### src/rtl/qenc_pkg.sv
`timescale 1ns/1ps
package qenc_pkg;
  localparam int CNT_W      = 16;
  localparam int PRESC_W    = 8;
  localparam int FDIV_SEL_W = 3;
  localparam int FDIV_W     = (1 << FDIV_SEL_W) - 1;

  localparam logic [2:0] MODE_OFF = 3'b000;
  localparam logic [2:0] MODE_TMR = 3'b001;

  localparam logic [1:0] ADDR_CTRL = 2'd0;
  localparam logic [1:0] ADDR_POS  = 2'd1;
  localparam logic [1:0] ADDR_MAX  = 2'd2;

  // One count step: returns {event, next value}.
  function automatic logic [CNT_W:0] count_step(input logic [CNT_W-1:0] cur,
                                                input logic [CNT_W-1:0] lim,
                                                input logic up,
                                                input logic wrap_at_lim);
    logic [CNT_W:0] res;
    if (up) begin
      if (wrap_at_lim && cur == lim) res = {1'b1, {CNT_W{1'b0}}};
      else                           res = {1'b0, cur + 1'b1};
    end else begin
      if (wrap_at_lim && cur == '0)  res = {1'b1, lim};
      else                           res = {1'b0, cur - 1'b1};
    end
    return res;
  endfunction

  // Terminal count of the prescaler: divide by 1, 8, 64, 256.
  function automatic logic [PRESC_W-1:0] presc_limit(input logic [1:0] sel);
    logic [PRESC_W-1:0] r;
    case (sel)
      2'd0:    r = PRESC_W'(0);
      2'd1:    r = PRESC_W'(7);
      2'd2:    r = PRESC_W'(63);
      default: r = PRESC_W'(255);
    endcase
    return r;
  endfunction

  // Mask for the filter tick divider: tick every 2^sel clocks.
  function automatic logic [FDIV_W-1:0] fdiv_mask(input logic [FDIV_SEL_W-1:0] sel);
    logic [FDIV_W:0] one;
    one = (FDIV_W+1)'(1) << sel;
    return FDIV_W'(one - 1'b1);
  endfunction
endpackage

### src/rtl/qenc_filter.sv
`timescale 1ns/1ps
module qenc_filter #(
  parameter int SYNC_STAGES = 2,
  parameter int RUN_W       = 2
) (
  input  logic clk,
  input  logic rst_n,
  input  logic raw_in,
  input  logic filt_en,
  input  logic tick,
  output logic level_out
);
  localparam logic [RUN_W-1:0] RUN_MAX  = RUN_W'(3);
  localparam logic [RUN_W-1:0] RUN_PASS = RUN_W'(2);

  logic [SYNC_STAGES-1:0] sync_q;
  logic                   synced;
  logic                   cand_q;
  logic [RUN_W-1:0]       run_q;
  logic                   held_q;

  always_ff @(posedge clk or negedge rst_n) begin
    if (!rst_n) sync_q <= '0;
    else        sync_q <= {sync_q[SYNC_STAGES-2:0], raw_in};
  end
  assign synced = sync_q[SYNC_STAGES-1];

  // Third equal sample in a row at the tick moves the held level.
  always_ff @(posedge clk or negedge rst_n) begin
    if (!rst_n) begin
      cand_q <= 1'b0;
      run_q  <= RUN_MAX;
      held_q <= 1'b0;
    end else if (tick) begin
      if (synced != cand_q) begin
        cand_q <= synced;
        run_q  <= RUN_W'(1);
      end else if (run_q != RUN_MAX) begin
        run_q <= run_q + 1'b1;
        if (run_q == RUN_PASS) held_q <= cand_q;
      end
    end
  end

  assign level_out = filt_en ? held_q : synced;

  // the filtered level moves only on a filter tick.
  a_r8_moves_on_tick: assert property (@(posedge clk) disable iff (!rst_n)
    !tick |=> $stable(held_q));
endmodule

### src/rtl/qenc_decode.sv
`timescale 1ns/1ps
module qenc_decode (
  input  logic clk,
  input  logic rst_n,
  input  logic ph_a,
  input  logic ph_b,
  input  logic idx,
  input  logic x4_sel,
  output logic cnt_step,
  output logic cnt_up,
  output logic idx_rise
);
  logic a_q, b_q, idx_q;
  logic a_edge, b_edge;

  always_ff @(posedge clk or negedge rst_n) begin
    if (!rst_n) begin
      a_q   <= 1'b0;
      b_q   <= 1'b0;
      idx_q <= 1'b0;
    end else begin
      a_q   <= ph_a;
      b_q   <= ph_b;
      idx_q <= idx;
    end
  end

  assign a_edge   = ph_a ^ a_q;
  assign b_edge   = ph_b ^ b_q;
  assign idx_rise = idx & ~idx_q;

  always_comb begin
    if (x4_sel) begin
      cnt_step = a_edge ^ b_edge;
      cnt_up   = a_edge ? (ph_a != ph_b) : (ph_a == ph_b);
    end else begin
      cnt_step = a_edge & ~b_edge;
      cnt_up   = (ph_a != ph_b);
    end
  end

  // in x2 decoding an edge on B never produces a step.
  a_r3_x2_b_silent: assert property (@(posedge clk) disable iff (!rst_n)
    (!x4_sel && b_edge) |-> !cnt_step);
endmodule

### src/rtl/qenc_counter.sv
`timescale 1ns/1ps
module qenc_counter
  import qenc_pkg::*;
(
  input  logic             clk,
  input  logic             rst_n,
  input  logic [2:0]       mode,
  input  logic [1:0]       presc_sel,
  input  logic             gate_en,
  input  logic             gate_lvl,
  input  logic             dec_step,
  input  logic             dec_up,
  input  logic             idx_rise,
  input  logic [CNT_W-1:0] max_val,
  input  logic             wr_pos,
  input  logic [CNT_W-1:0] wr_data,
  output logic [CNT_W-1:0] pos,
  output logic             dir_up,
  output logic             cnt_evt
);
  logic               pos_mode, idx_mode, wrap_mode, tmr_mode;
  logic               pos_step, idx_clear, tmr_tick, gate_ok;
  logic [PRESC_W-1:0] presc_q;
  logic [CNT_W-1:0]   pos_nxt;
  logic [CNT_W:0]     step_res;

  assign pos_mode  = mode[2];
  assign idx_mode  = pos_mode & ~mode[0];
  assign wrap_mode = pos_mode &  mode[0];
  assign tmr_mode  = (mode == MODE_TMR);
  assign gate_ok   = ~gate_en | gate_lvl;

  assign pos_step  = pos_mode & dec_step;
  assign idx_clear = idx_mode & idx_rise;
  assign tmr_tick  = tmr_mode & gate_ok & (presc_q == presc_limit(presc_sel));

  always_ff @(posedge clk or negedge rst_n) begin
    if (!rst_n)                presc_q <= '0;
    else if (!tmr_mode)        presc_q <= '0;
    else if (gate_ok) begin
      if (presc_q == presc_limit(presc_sel)) presc_q <= '0;
      else                                   presc_q <= presc_q + 1'b1;
    end
  end

  // Priority: software write, index clear, encoder step, timer tick.
  always_comb begin
    step_res = count_step(pos, max_val, tmr_tick | dec_up, tmr_tick | wrap_mode);
    pos_nxt  = pos;
    cnt_evt  = 1'b0;
    if (wr_pos) begin
      pos_nxt = wr_data;
    end else if (idx_clear) begin
      pos_nxt = '0;
      cnt_evt = 1'b1;
    end else if (pos_step || tmr_tick) begin
      pos_nxt = step_res[CNT_W-1:0];
      cnt_evt = step_res[CNT_W];
    end
  end

  always_ff @(posedge clk or negedge rst_n) begin
    if (!rst_n) begin
      pos    <= '0;
      dir_up <= 1'b0;
    end else begin
      pos <= pos_nxt;
      if (pos_step) dir_up <= dec_up;
    end
  end

  // up count at the maximum wraps to zero.
  a_r5_wrap_up: assert property (@(posedge clk) disable iff (!rst_n)
    (pos_step && dec_up && wrap_mode && !wr_pos && pos == max_val) |=> pos == '0);
  // down count at zero loads the maximum.
  a_r6_wrap_down: assert property (@(posedge clk) disable iff (!rst_n)
    (pos_step && !dec_up && wrap_mode && !wr_pos && pos == '0) |=> pos == $past(max_val));
  // index clear wins over a concurrent step.
  a_r4_index_clear: assert property (@(posedge clk) disable iff (!rst_n)
    (idx_clear && !wr_pos) |=> pos == '0);
  // inactive modes hold the count.
  a_r9_idle_hold: assert property (@(posedge clk) disable iff (!rst_n)
    (!pos_mode && !tmr_mode && !wr_pos) |=> $stable(pos));
  // a position write always lands.
  a_r10_write_wins: assert property (@(posedge clk) disable iff (!rst_n)
    wr_pos |=> pos == $past(wr_data));
  // direction follows the last step.
  a_r3_dir_tracks: assert property (@(posedge clk) disable iff (!rst_n)
    pos_step |=> dir_up == $past(dec_up));
endmodule

### src/rtl/qenc_pos_if.sv
`timescale 1ns/1ps
module qenc_pos_if
  import qenc_pkg::*;
#(
  parameter int SYNC_STAGES = 2
) (
  input  logic        clk,
  input  logic        rst_n,
  input  logic        enc_a,
  input  logic        enc_b,
  input  logic        enc_idx,
  input  logic        tmr_gate,
  input  logic        reg_we,
  input  logic [1:0]  reg_addr,
  input  logic [15:0] reg_wdata,
  output logic [15:0] reg_rdata,
  output logic [15:0] pos_out,
  output logic        cnt_dir,
  output logic        evt_flag
);
  localparam int N_IN = 3;

  // Control fields
  logic [2:0]            mode_q;
  logic                  filt_en_q;
  logic [FDIV_SEL_W-1:0] fdiv_sel_q;
  logic [1:0]            presc_sel_q;
  logic                  gate_en_q;
  logic [CNT_W-1:0]      max_q;
  logic                  flag_q;

  logic wr_ctrl, wr_pos, wr_max;
  assign wr_ctrl = reg_we && reg_addr == ADDR_CTRL;
  assign wr_pos  = reg_we && reg_addr == ADDR_POS;
  assign wr_max  = reg_we && reg_addr == ADDR_MAX;

  always_ff @(posedge clk or negedge rst_n) begin
    if (!rst_n) begin
      mode_q      <= MODE_OFF;
      filt_en_q   <= 1'b0;
      fdiv_sel_q  <= '0;
      presc_sel_q <= '0;
      gate_en_q   <= 1'b0;
      max_q       <= '1;
    end else begin
      if (wr_ctrl) begin
        mode_q      <= reg_wdata[2:0];
        filt_en_q   <= reg_wdata[3];
        fdiv_sel_q  <= reg_wdata[6:4];
        presc_sel_q <= reg_wdata[8:7];
        gate_en_q   <= reg_wdata[9];
      end
      if (wr_max) max_q <= reg_wdata;
    end
  end

  // Filter tick divider
  logic [FDIV_W-1:0] fdiv_q;
  logic              filt_tick;
  always_ff @(posedge clk or negedge rst_n) begin
    if (!rst_n) fdiv_q <= '0;
    else        fdiv_q <= fdiv_q + 1'b1;
  end
  assign filt_tick = (fdiv_q & fdiv_mask(fdiv_sel_q)) == fdiv_mask(fdiv_sel_q);

  // Input conditioning
  logic [N_IN-1:0] raw_vec, clean_vec;
  assign raw_vec = {enc_idx, enc_b, enc_a};

  for (genvar gi = 0; gi < N_IN; gi++) begin : g_in
    qenc_filter #(.SYNC_STAGES(SYNC_STAGES)) u_filt (
      .clk      (clk),
      .rst_n    (rst_n),
      .raw_in   (raw_vec[gi]),
      .filt_en  (filt_en_q),
      .tick     (filt_tick),
      .level_out(clean_vec[gi])
    );
  end

  logic [SYNC_STAGES-1:0] gate_sync_q;
  always_ff @(posedge clk or negedge rst_n) begin
    if (!rst_n) gate_sync_q <= '0;
    else        gate_sync_q <= {gate_sync_q[SYNC_STAGES-2:0], tmr_gate};
  end

  // Decode and count
  logic dec_step, dec_up, idx_rise, cnt_evt;

  qenc_decode u_dec (
    .clk     (clk),
    .rst_n   (rst_n),
    .ph_a    (clean_vec[0]),
    .ph_b    (clean_vec[1]),
    .idx     (clean_vec[2]),
    .x4_sel  (mode_q[1]),
    .cnt_step(dec_step),
    .cnt_up  (dec_up),
    .idx_rise(idx_rise)
  );

  qenc_counter u_cnt (
    .clk      (clk),
    .rst_n    (rst_n),
    .mode     (mode_q),
    .presc_sel(presc_sel_q),
    .gate_en  (gate_en_q),
    .gate_lvl (gate_sync_q[SYNC_STAGES-1]),
    .dec_step (dec_step),
    .dec_up   (dec_up),
    .idx_rise (idx_rise),
    .max_val  (max_q),
    .wr_pos   (wr_pos),
    .wr_data  (reg_wdata),
    .pos      (pos_out),
    .dir_up   (cnt_dir),
    .cnt_evt  (cnt_evt)
  );

  // Event flag: a hardware event beats a software write.
  always_ff @(posedge clk or negedge rst_n) begin
    if (!rst_n)       flag_q <= 1'b0;
    else if (cnt_evt) flag_q <= 1'b1;
    else if (wr_ctrl) flag_q <= reg_wdata[11];
  end
  assign evt_flag = flag_q;

  always_comb begin
    case (reg_addr)
      ADDR_CTRL: reg_rdata = {4'b0, flag_q, cnt_dir, gate_en_q, presc_sel_q,
                              fdiv_sel_q, filt_en_q, mode_q};
      ADDR_POS:  reg_rdata = pos_out;
      ADDR_MAX:  reg_rdata = max_q;
      default:   reg_rdata = '0;
    endcase
  end

  // any counter event leaves the flag set.
  a_r11_event_sets_flag: assert property (@(posedge clk) disable iff (!rst_n)
    cnt_evt |=> evt_flag);
endmodule

### config.mk
export PLATFORM = sky130hd
export DESIGN_NAME = qenc_pos_if
export DESIGN_NICKNAME = d
export VERILOG_FILES = /design/src/rtl/qenc_pkg.sv /design/src/rtl/qenc_filter.sv /design/src/rtl/qenc_decode.sv /design/src/rtl/qenc_counter.sv /design/src/rtl/qenc_pos_if.sv
export SDC_FILE = /design/constraint.sdc
export NUM_CORES = 1
export LEC_CHECK = 0
export ABC_AREA = 1
export ABC_CLOCK_PERIOD_IN_PS = 6250
export BUFFER_PORTS_ARGS = -buffer_cell sky130_fd_sc_hd__buf_4
export CAP_MARGIN = 20
export CORE_MARGIN = 2
export CORE_UTILIZATION = 64
export CTS_CLUSTER_DIAMETER = 60
export DETAILED_ROUTE_END_ITERATION = 10
export PLACE_DENSITY = 0.92
export RECOVER_POWER = 100
export SETUP_SLACK_MARGIN = 0.5
export SKIP_LAST_GASP = 1
export SYNTH_ARGS = -nofsm -noshare
export SYNTH_HDL_FRONTEND = slang
export SYNTH_SLANG_ARGS = --single-unit
export TNS_END_PERCENT = 30
### constraint.sdc
create_clock -name clk -period 6.25 [get_ports clk]
set_clock_uncertainty 0.1 [all_clocks]
set_input_delay 0.9375 -clock clk [delete_from_list [all_inputs] [get_ports clk]]
set_output_delay 0.9375 -clock clk [all_outputs]
set_load 0.02 [all_outputs]
### After elaboration in Yosys (flattened, before gate mapping)

Cells that the tools add are included.

| word-level totals | value |
|---|---|
| input port bits | 25 |
| register bits | 82 |
| word-level logic and storage cells | 132 |
| output and inout bits | 34 |

| cells by class | value |
|---|---|
| shifts and indexed selects | 1 |
| muxes and demuxes | 30 |
| eq/ne operators | 21 |
| bitwise gates (word level) | 22 |
| add/subtract/negate cells | 8 |
| reductions and logical operators | 23 |

Operators with widths:

| cell | count |
|---|---|
| $mux W17 | 3 |
| $mux W16 | 3 |
| $pmux W16 S3 | 1 |
| $mux W8 | 5 |
| $pmux W8 S3 | 1 |
| $add A16 B1 Y16 const B | 1 |
| $eq A16 B16 Y1 | 1 |
| $eq A8 B8 Y1 | 2 |
| $logic_not A16 Y1 | 1 |
| $sub A16 B1 Y16 const B | 1 |
| $mux W2 | 6 |
| $reduce_and A2 Y1 | 6 |
| $reduce_and A4 Y1 | 3 |
| $mux W1 | 11 |
| $eq A2 B2 Y1 const B | 5 |
| $add A8 B1 Y8 const B | 1 |
| $and A1 B1 Y1 | 8 |
| $ne A2 B2 Y1 const B | 4 |
| $reduce_bool A2 Y1 | 4 |
| $add A7 B1 Y7 const B | 1 |
| $and A7 B7 Y7 | 1 |
| $eq A7 B7 Y1 | 1 |
| $not A1 Y1 | 7 |
| $shl A1 B3 Y7 const A | 1 |
| 12 further kinds | 27 |

### Longest topological paths before layout

Gate-level depths: netlist (run 1).

| depth | value |
|---|---|
| depth after elaboration | 12 |
| gate-level depth with buffers | 14 |
| depth with buffers taken out | 14 |

### By module

A second synthesis (run 1) with hierarchy kept.

| second synthesis, totals | value |
|---|---|
| cell total of the unflattened synthesis | 823 |
| area total of the unflattened synthesis | 5943.2 µm² |

By module, submodules not included:

| module | sequential area each (µm²) | times used | area an instance (µm²) | cells each |
|---|---|---|---|---|
| qenc_counter | 625.6 | 1 | 2916.5 | 463 |
| qenc_pos_if | 920.9 | 1 | 1960.6 | 233 |
| qenc_filter | 152.6 | 3 | 299.0 | 35 |
| qenc_decode | 75.1 | 1 | 168.9 | 22 |

### Worst setup path after synthesis (run 1)

No wires, ideal clock.

| path | value |
|---|---|
| kind | input-to-output |
| start point | in reg_addr[0] |
| end point | out reg_rdata[10] |
| path buffers | 1 |
| data arrival time | 1.801 ns |
| setup slack | 3.411 ns |
| stages | 5 |
| required time | 5.213 ns |
| cell sequence | inv_1 > nor2_1 > inv_1 > buf_1 > o211ai_1 |

| on the way | value |
|---|---|
| word-level cells in the longest chain between the ends | 2 |

Ends and longest elaborated chain:

| element | RTL line | RTL |
|---|---|---|
| from (decl) | qenc_pos_if.sv:14 | `input logic [1:0] reg_addr,` |
| $eq A2 B2 Y1 (tied with other cells) | qenc_pos_if.sv:129 | `case (reg_addr)` |
| $pmux W16 S3 (*) | qenc_pos_if.sv:129 |  |
| to (decl) | qenc_pos_if.sv:16 | `output logic [15:0] reg_rdata,` |

Mark *: on every way between the ends. The rest lies on a longest branch, timed or not.

### Final worst setup path (run 1)

| path | value |
|---|---|
| start point | reg filt_en_q |
| end point | reg u_cnt.pos[3] |

| on the way | value |
|---|---|
| word-level cells in the longest chain between the ends | 9 |

Ends and longest elaborated chain:

| element | RTL line | RTL |
|---|---|---|
| from (decl) | qenc_pos_if.sv:25 | `logic filt_en_q;` |
| from (signal assigned) | qenc_pos_if.sv:48 | `filt_en_q <= reg_wdata[3];` |
| $mux W1 | qenc_filter.sv:45 | `assign level_out = filt_en ? held_q : synced;` |
| $eq A1 B1 Y1 (tied with other cells) | qenc_decode.sv:35 | `cnt_up = a_edge ? (ph_a != ph_b) : (ph_a == ph_b);` |
| $mux W1 | qenc_decode.sv:35 |  |
| $mux W1 | qenc_decode.sv:33 | `if (x4_sel) begin` |
| $or A1 B1 Y1 | qenc_counter.sv:48 | `step_res = count_step(pos, max_val, tmr_tick \| dec_up, tmr_tick \| wrap_mode);` |
| $mux W17 | qenc_pkg.sv:21 | `if (up) begin` |
| $mux W16 | qenc_counter.sv:56 | `end else if (pos_step \|\| tmr_tick) begin` |
| $mux W16 | qenc_counter.sv:53 | `end else if (idx_clear) begin` |
| $mux W16 | qenc_counter.sv:51 | `if (wr_pos) begin` |
| to (signal assigned) | qenc_counter.sv:67 | `pos <= pos_nxt;` |
| to (decl) | qenc_counter.sv:17 | `output logic [CNT_W-1:0] pos,` |

Parallel ways exist; a longest one is shown, timed or not. The select of a mux whose other input is x is not followed.
A chain may end at the register's enable or synchronous reset.

==> reports/results.txt, run 1 <==
Reg-to-reg slack, setup: 2710 ps
CTS tree: done
Max IR drop VDD: 0.276 mV
Area of the die: 0.00938 sq mm
Root buffer cell: clkbuf_8
GR Util All Layers: 0.319
Core Region: 0.00830 sq mm
Yosys warns: 0
Cell taking the most area after synthesis: dfrtp_1
Max incr delay on CP: 650 ps
Chip Width: 96.8 um
Startpoint types: flop
Drt first-iter violations: 446
Fin Setup TNS: 0 ps
Hold Buf Count CTS: 0
Fillers: 698
PD cells: 393 mW/mm^2
Clock Latency Late Sink: 370 ps
H-tree depth: 3
FF+latch count, synth: 82
MaxCap Viol Count: 1
First-pass detailed-route iteration total: 5
Rel. slew slack: -0.0944
Initial antenna violation count: 0
Synth async-reset ratio: 1.00
# setup viols final: 0
Io pins: 59
Slowest stage cell, crit path: clkbuf_1
Routed Antenna Nets: 0
Fin. Hold Viols: 0
Reg2reg path depth: 10
CTS sink cnt: 82
Routed WL per cell: 15.8 um
Largest net degree at the start of global routing: 83
Final Net Count: 857
P&R area growth vs syn: 9.07%
CP Cell Sequence: o21ai_0 -> xor2_1 -> ha_1 -> a21oi_1 -> o21ai_0 -> nand3_1 -> clkbuf_1 -> o21ai_0 -> inv_1 -> a21oi_1
Clock buffer depth: 2
Die height: 96.8 um
Synth Instances: 776
Via/cell ratio: 5.74
Detailed Place HPWL: 10300 um
Cell variety after synth: 37
Min-delay src: g_in[0].u_filt.sync_q[0]
Ys flop type: dfrtp_1
Least-Margin Pin Slew: 1640 ps
GP Congestion: 1.01
Final wirelength: 14700 um
Post-Syn Nets: 814
Tmin final: 3540 ps
Worst flop-to-flop path startpoint: filt_en_q
Vias in the first global route: 5189
Hold Slack: 257 ps
PostCTS Resize Cnt: 0
RSZ-0062 raised after global routing: no
Via count: 5330
WHS Path Cells: 0
Row count: 33
Failing checks: max-capacitance violations, max-slew violations
PortBufs: 58
Req. time, crit path: 6400 ps
Sequential area share after synthesis: 0.377
Kind of critical path: flop to flop
Achievable Freq: 0.282 GHz
CTS Buf Count: 9
Status: finished with violations
Leakage power: 0.00295 uW
Hold path endpoint: g_in[0].u_filt.sync_q[1]
Leading post-synthesis cells by cell area: dfrtp_1 27%, nand2_1 14%, dfstp_2 10%
Worst Setup End Kind: flop
CP Max Fanout: 18
Hold WC Path Type: flop to flop
Clock slew seen by the registers of the worst setup and hold paths: 80 ps
Synth top area share: 0.272
Starting Density: 0.665
N_diodes: 0
First-pass GRT wire length: 24500 um
RR Endpoint: u_cnt.pos[3]
Layout cell share with drive strength beyond 1: 0.0983
Post-CTS setup buffers: 0
Period utilization: 0.567
DRC Markers: 0
Slew Viols, Final: 26
Post-synth EDFFs: 0
Grt ovf: 0
Worst EP arrival: 3690 ps
Critical Path Most Common Cell: o21ai_0
Synth Cell Area: 0.00552 sq mm
Syn_area_per_cell: 7.11 sq um
registers in the layout, indices dropped and copies added, names as in the netlist, 2 cells and up:
| signal | cells |
|---|---|
| g_in.u_filt.held_q | 3 |
| mode_q | 3 |
| g_in.u_filt.run_q | 6 |
| g_in.u_filt.cand_q | 3 |
| u_cnt.pos | 16 |
| presc_sel_q | 2 |
| gate_sync_q | 2 |
| fdiv_q | 7 |
| g_in.u_filt.sync_q | 6 |
| fdiv_sel_q | 3 |
| u_cnt.presc_q | 8 |
| max_q | 16 |
metal layers:
| layer | GRT usage | vias to the layer above | part of all wire |
|---|---|---|---|
| met1 | 0.404 | 2491 | 0.40 |
| met2 | 0.528 | 247 | 0.49 |
| li1 | - | 2551 | - |
| met4 | 0.142 | 0 | 0.031 |
| met5 | 0 | - | 0 |
| met3 | 0.0672 | 41 | 0.077 |
worst max-delay path, delay by kind of cell, from the launching register on:
family | cells | cell delay [ps]
flip-flops | 1 | 450
AO/OA/AOI/OAI | 5 | 1090
XOR/XNOR | 1 | 220
AND/OR/NAND/NOR | 1 | 530
buffers and inverters | 2 | 740
adder cells (fa/ha/maj) | 1 | 280
through the flow:
stage          utilization  power (uW)  instance area [sq um]  cells  setup WS (ps)
2_1_floorplan            -        1670                   5520    776           3410
3_3_place_gp         0.713        1930                   5920    910           2840
3_5_place_dp         0.713        1980                   5920    910           2650
4_1_cts              0.739        2420                   6130    926           2790
5_1_grt              0.725        2540                   6020    929           2420
6_report             0.725        2360                   6020    929           2710
power breakdown:
group          switching (uW)  internal (uW)  total, uW
Combinational             683            361       1040
Sequential                210            676        886
Clock                     207            227        434
Total                    1100           1260       2360
layout make-up:
class | count | area [sq um] | area share
Clock buffer | 10 | 128 | 0.0212
Tap cell | 105 | 131 | 0.0218
Clock inverter | 6 | 90.1 | 0.0150
Sequential cell | 82 | 2080 | 0.346
Inverter | 100 | 375 | 0.0624
Timing Repair Buffer | 61 | 339 | 0.0564
Multi-Input combinational cell | 565 | 2870 | 0.478
Yosys cell counts (2+ instances only):
master,count
dfrtp_1,60
a21oi_2,7
nand4_1,10
xor2_1,28
ha_1,13
nor3_1,9
nand2_1,213
o21ai_1,11
buf_4,3
nand3_1,30
clkbuf_1,9
buf_2,12
a21oi_1,29
o22ai_1,4
nand2_2,4
buf_6,4
inv_2,5
nand2_4,3
dfstp_2,22
nor2_1,86
inv_1,95
xnor2_1,18
o21ai_0,74
o211ai_1,12
nor2_2,2
o221ai_1,2
cells in the final DEF, fill, tap and decap left out, drive strengths merged, types with 2 or more instances in the layout:
cell type,synthesis,routed
nor2,88,88
dfstp,22,22
o211ai,12,12
o22ai,4,4
nand2,220,220
o21ai,86,86
dfrtp,60,60
clkinv,0,2
xnor2,18,18
bufinv,0,2
nand3,32,32
o221ai,2,2
xor2,28,28
nor3,9,9
clkbuf,9,52
inv,100,101
a21oi,37,37
buf,20,19
ha,13,13
nand4,10,10
worst max path at each step:
stage | startpoint | end | slack, ps | cells past startpoint
after floorplan | reg_addr[0] | reg_rdata[10] | 3410 | 5
after CTS | reg_addr[1] | reg_rdata[4] | 2790 | 5
after global routing | filt_en_q | u_cnt.pos[14] | 2420 | 10
after detailed placement | reg_addr[0] | u_cnt.pos[9] | 2650 | 10
after global placement | reg_addr[1] | reg_rdata[8] | 2840 | 5
final | filt_en_q | u_cnt.pos[3] | 2710 | 10
cell families after synthesis:
family / synth area share
adders and majority gates: 0.0295
buffers and inverters: 0.0980
xor gates and xnor gates: 0.0730
DFF: 0.377
and+or+nand+nor: 0.274
AOI/OAI and AO/OA: 0.148
(Power assumes the default switching activity.)
==> run 2, diff against run 1 <==
--- a/config.mk
+++ b/config.mk
@@ -5,15 +5,15 @@
 export SDC_FILE = /design/constraint.sdc
 export NUM_CORES = 1
 export LEC_CHECK = 0
-export ABC_AREA = 1
-export ABC_CLOCK_PERIOD_IN_PS = 6250
+export ABC_AREA = 0
+export ABC_CLOCK_PERIOD_IN_PS = 2900
 export BUFFER_PORTS_ARGS = -buffer_cell sky130_fd_sc_hd__buf_4
 export CAP_MARGIN = 20
 export CORE_MARGIN = 2
-export CORE_UTILIZATION = 64
+export CORE_UTILIZATION = 54
 export CTS_CLUSTER_DIAMETER = 60
 export DETAILED_ROUTE_END_ITERATION = 10
-export PLACE_DENSITY = 0.92
+export PLACE_DENSITY = 0.83
 export RECOVER_POWER = 100
 export SETUP_SLACK_MARGIN = 0.5
 export SKIP_LAST_GASP = 1
==> constraint.sdc (replaced) <==
create_clock -name clk -period 2.9 [get_ports clk]
set_clock_uncertainty 0.1 [all_clocks]
set_input_delay 0.435 -clock clk [delete_from_list [all_inputs] [get_ports clk]]
set_output_delay 0.435 -clock clk [all_outputs]
set_load 0.02 [all_outputs]
==> run 2 against run 1 <==
Against the previous run:
- the flow now finishes without violations
- clock power is 130% higher
- global-route usage down 3.9 points
- critical path depth decreased by 4
- sequential share of layout area is 0.42 points lower
- setup slack got worse by 2400 ps
- die area increased by 13%
- first-iteration DRC count decreased by 24%
- critical path type is now input port to output port
- largest power group unchanged
- highest routed layer unchanged
==> reports/results.txt, run 2 <==
First-pass detailed-route iteration total: 6 (+1)
Layout cell share with drive strength beyond 1: 0.214 (+0.116)
Row count: 36 (+9.1%)
RSZ-0062 raised after global routing: yes
Cell taking the most area after synthesis: dfrtp_1
Buf/Inv on CP: 3 (+1)
Ys flop type: dfrtp_1
CP Max Fanout: 16 (-2)
Routed Antenna Nets: 0 (unchanged)
Slew Viols, Final: 0 (-100%)
Req. time, crit path: 2370 ps (-4030 ps)
Final Net Count: 663 (-23%)
Via/cell ratio: 6.21 (+8.2%)
Commonest cells after routing, fill and taps aside: 61 x nand2_1, 57 x dfrtp_1, 45 x nor2_1
PortBufs: 58 (unchanged)
Achievable Freq: 0.384 GHz
CP Cell Sequence: clkbuf_2 -> nor2b_1 -> clkbuf_1 -> nand2_1 -> o21ai_0 -> clkbuf_1
Commonest non-fill, non-tap cell in the layout: nand2_1
First-pass GRT wire length: 22800 um (-6.8%)
Status: finished clean
CTS sink cnt: 82 (unchanged)
Die height: 103 um (+6.3%)
CTS Buf Count: 9 (unchanged)
Power, Total: 5360 uW (+130%)
DRC Markers: 0 (unchanged)
Via count: 4735 (-11%)
Reg-to-reg slack, setup: 330 ps (-2380 ps)
Leakage power: 0.00249 uW (-16%)
Rel. slew slack: 0.0565 (+0.151)
Synth Instances: 566 (-27%)
Count leader, synth: nand2_1
Period utilization: 0.898
Synth async-reset ratio: 1.00 (unchanged)
Detailed Place HPWL: 9460 um (-8.0%)
Starting Density: 0.549 (-0.116)
P&R area growth vs syn: 15.4%
N_diodes: 0 (unchanged)
Least-Margin Pin Slew: 1420 ps (-226 ps)
Fin. Hold Viols: 0 (unchanged)
Clock buffer depth: 2 (unchanged)
Tmin final: 2600 ps
Post-Syn Nets: 604 (-26%)
Fin Setup TNS: 0 ps (unchanged)
Synth Cell Area: 0.00529 sq mm (-4.1%)
Layout Cells excl Fill: 763 (-18%)
PD cells: 879 mW/mm^2 (+120%)
Synth top area share: 0.284 (+0.0117)
Syn_area_per_cell: 9.34 sq um (+31%)
Routed WL per cell: 19.2 um (+22%)
Initial antenna violation count: 0 (unchanged)
Max incr delay on CP: 530 ps (-120 ps)
MaxCap Viol Count: 0 (-1)
Clock Latency Late Sink: 380 ps (about the same)
FF+latch count, synth: 82 (unchanged)
DP Cell Count: 736 (-19%)
Grt ovf: 0 (unchanged)
Post-synth top cells: 61 x nand2_1, 60 x dfrtp_1, 45 x nor2_1, 31 x mux2_2, 31 x nand3_1
Vias in the first global route: 4600 (-11%)
Sequential area share after synthesis: 0.393 (+0.0162)
Leading post-synthesis cells by cell area: dfrtp_1 28%, dfstp_2 11%, mux2_2 6.6%
Biggest regs: max_q (16), u_cnt.pos (16), u_cnt.presc_q (8)
Hold WC Path Type: input port to flop
# setup viols final: 0 (unchanged)
GR Util All Layers: 0.280 (-0.0392)
GP Congestion: 0.886 (-13%)
Slowest stage cell, crit path: clkbuf_1
Clock slew seen by the registers of the worst setup and hold paths: 80 ps (about the same)
Delay-heaviest family, CP: buffers and inverters
Post-synth EDFFs: 0 (unchanged)
Area of the die: 0.0106 sq mm (+13%)
Yosys warns: 0 (unchanged)
Kind of critical path: input port to output port
CTS tree: done
Drt first-iter violations: 340 (-24%)
Max IR drop VDD: 0.372 mV (+35%)
Worst EP arrival: 2070 ps (-1620 ps)
Core Region: 0.00964 sq mm (+16%)
Chip Width: 103 um (+6.3%)
Final wirelength: 14700 um (-0.12%)
Worst Setup End Kind: output port
H-tree depth: 3 (unchanged)
Root buffer cell: clkbuf_8
Largest net degree at the start of global routing: 83 (unchanged)
Io pins: 59 (unchanged)
Startpoint types: input port
Cell variety after synth: 58 (+57%)
Critical Path Most Common Cell: clkbuf_1
run 2: cell count changes after synthesis, moves of 8 or more:
| cell | change |
|---|---|
| mux2i_1 | +25 |
| nor4_1 | +8 |
| nor2_1 | -41 |
| inv_1 | -83 |
| nand2_1 | -152 |
| o21ai_0 | -47 |
| clkbuf_1 | +13 |
| a31oi_1 | +16 |
| and3_1 | +8 |
| mux2_2 | +31 |
| a21oi_1 | -14 |
run 2: final cells by class:
cell class | instances | area, sq um
clock buffer | 11 | 141
clock inverter | 5 | 85.1
fill | 818 | 3540
inverter | 12 | 45.0
multi-input combinational | 437 | 3060
sequential | 82 | 2080
tap | 133 | 166
timing repair buffer | 83 | 519
run 2: report_power, final:
| part | total [uW] | internal (uW) | switching [uW] |
|---|---|---|---|
| clock | 977 | 515 | 461 |
| combinational | 2430 | 1000 | 1430 |
| sequential | 1950 | 1470 | 483 |
| total | 5360 | 2990 | 2370 |
run 2: cell families after synthesis:
logic type	Yosys count	share of synthesized area
muxes	57	0.116
and+or+nand+nor	199	0.188
buffers and inverters	50	0.0438
xor gates and xnor gates	53	0.0878
AOI/OAI and AO/OA	112	0.141
DFF	82	0.393
adders and majority gates	13	0.0308
run 2: metrics by stage:
step | worst slack [ps] | hold WS (ps) | cell area, sq um | util
3_5_place_dp | 144 | 236 | 5840 | 0.605
6_report | 296 | 87.0 | 6100 | 0.633
4_1_cts | 497 | 60.7 | 6190 | 0.642
3_3_place_gp | 334 | 232 | 5840 | 0.605
5_1_grt | 210 | 71.7 | 6100 | 0.633
2_1_floorplan | 528 | 39.4 | 5290 | -
run 2: repair_timing:
item,in CTS,in global routing
setup endpoints to repair,28,26
hold buffers,0,1
buffers inserted,4,2
gates cloned,3,0
endpoints found under the hold margin,0,15
pin swaps,2,2
resized for setup,18,10
run 2: worst register-to-register path, stage by stage (launching register included):
cell and delay, ps:
dfrtp_2 440, mux2_1 380, xor2_1 180, ha_1 310
mux2i_1 170, and2_0 310, nor3_4 80, buf_6 140
nand2_8 120, nor2_1 70, a31oi_1 190
run 2: worst paths after layout:
path / start / endpoint / depth (start not counted)
setup / recovery: reg_addr[0] / reg_rdata[11] / 6
hold / removal: enc_b / g_in[1].u_filt.sync_q[0] / 1
setup reg to reg: filt_en_q / u_cnt.pos[2] / 10
hold reg to reg: g_in[2].u_filt.sync_q[0] / g_in[2].u_filt.sync_q[1] / 0
max in group asynchronous: rst_n / g_in[0].u_filt.run_q[1] / 3
min in group asynchronous: rst_n / u_cnt.pos[13] / 2
run 2: metal layers:
metal	vias up	wire, um	GRT usage
li1	2144	-	-
met5	-	0	0
met3	61	1050	0.0549
met4	0	569	0.124
met1	2293	5670	0.337
met2	237	7370	0.486
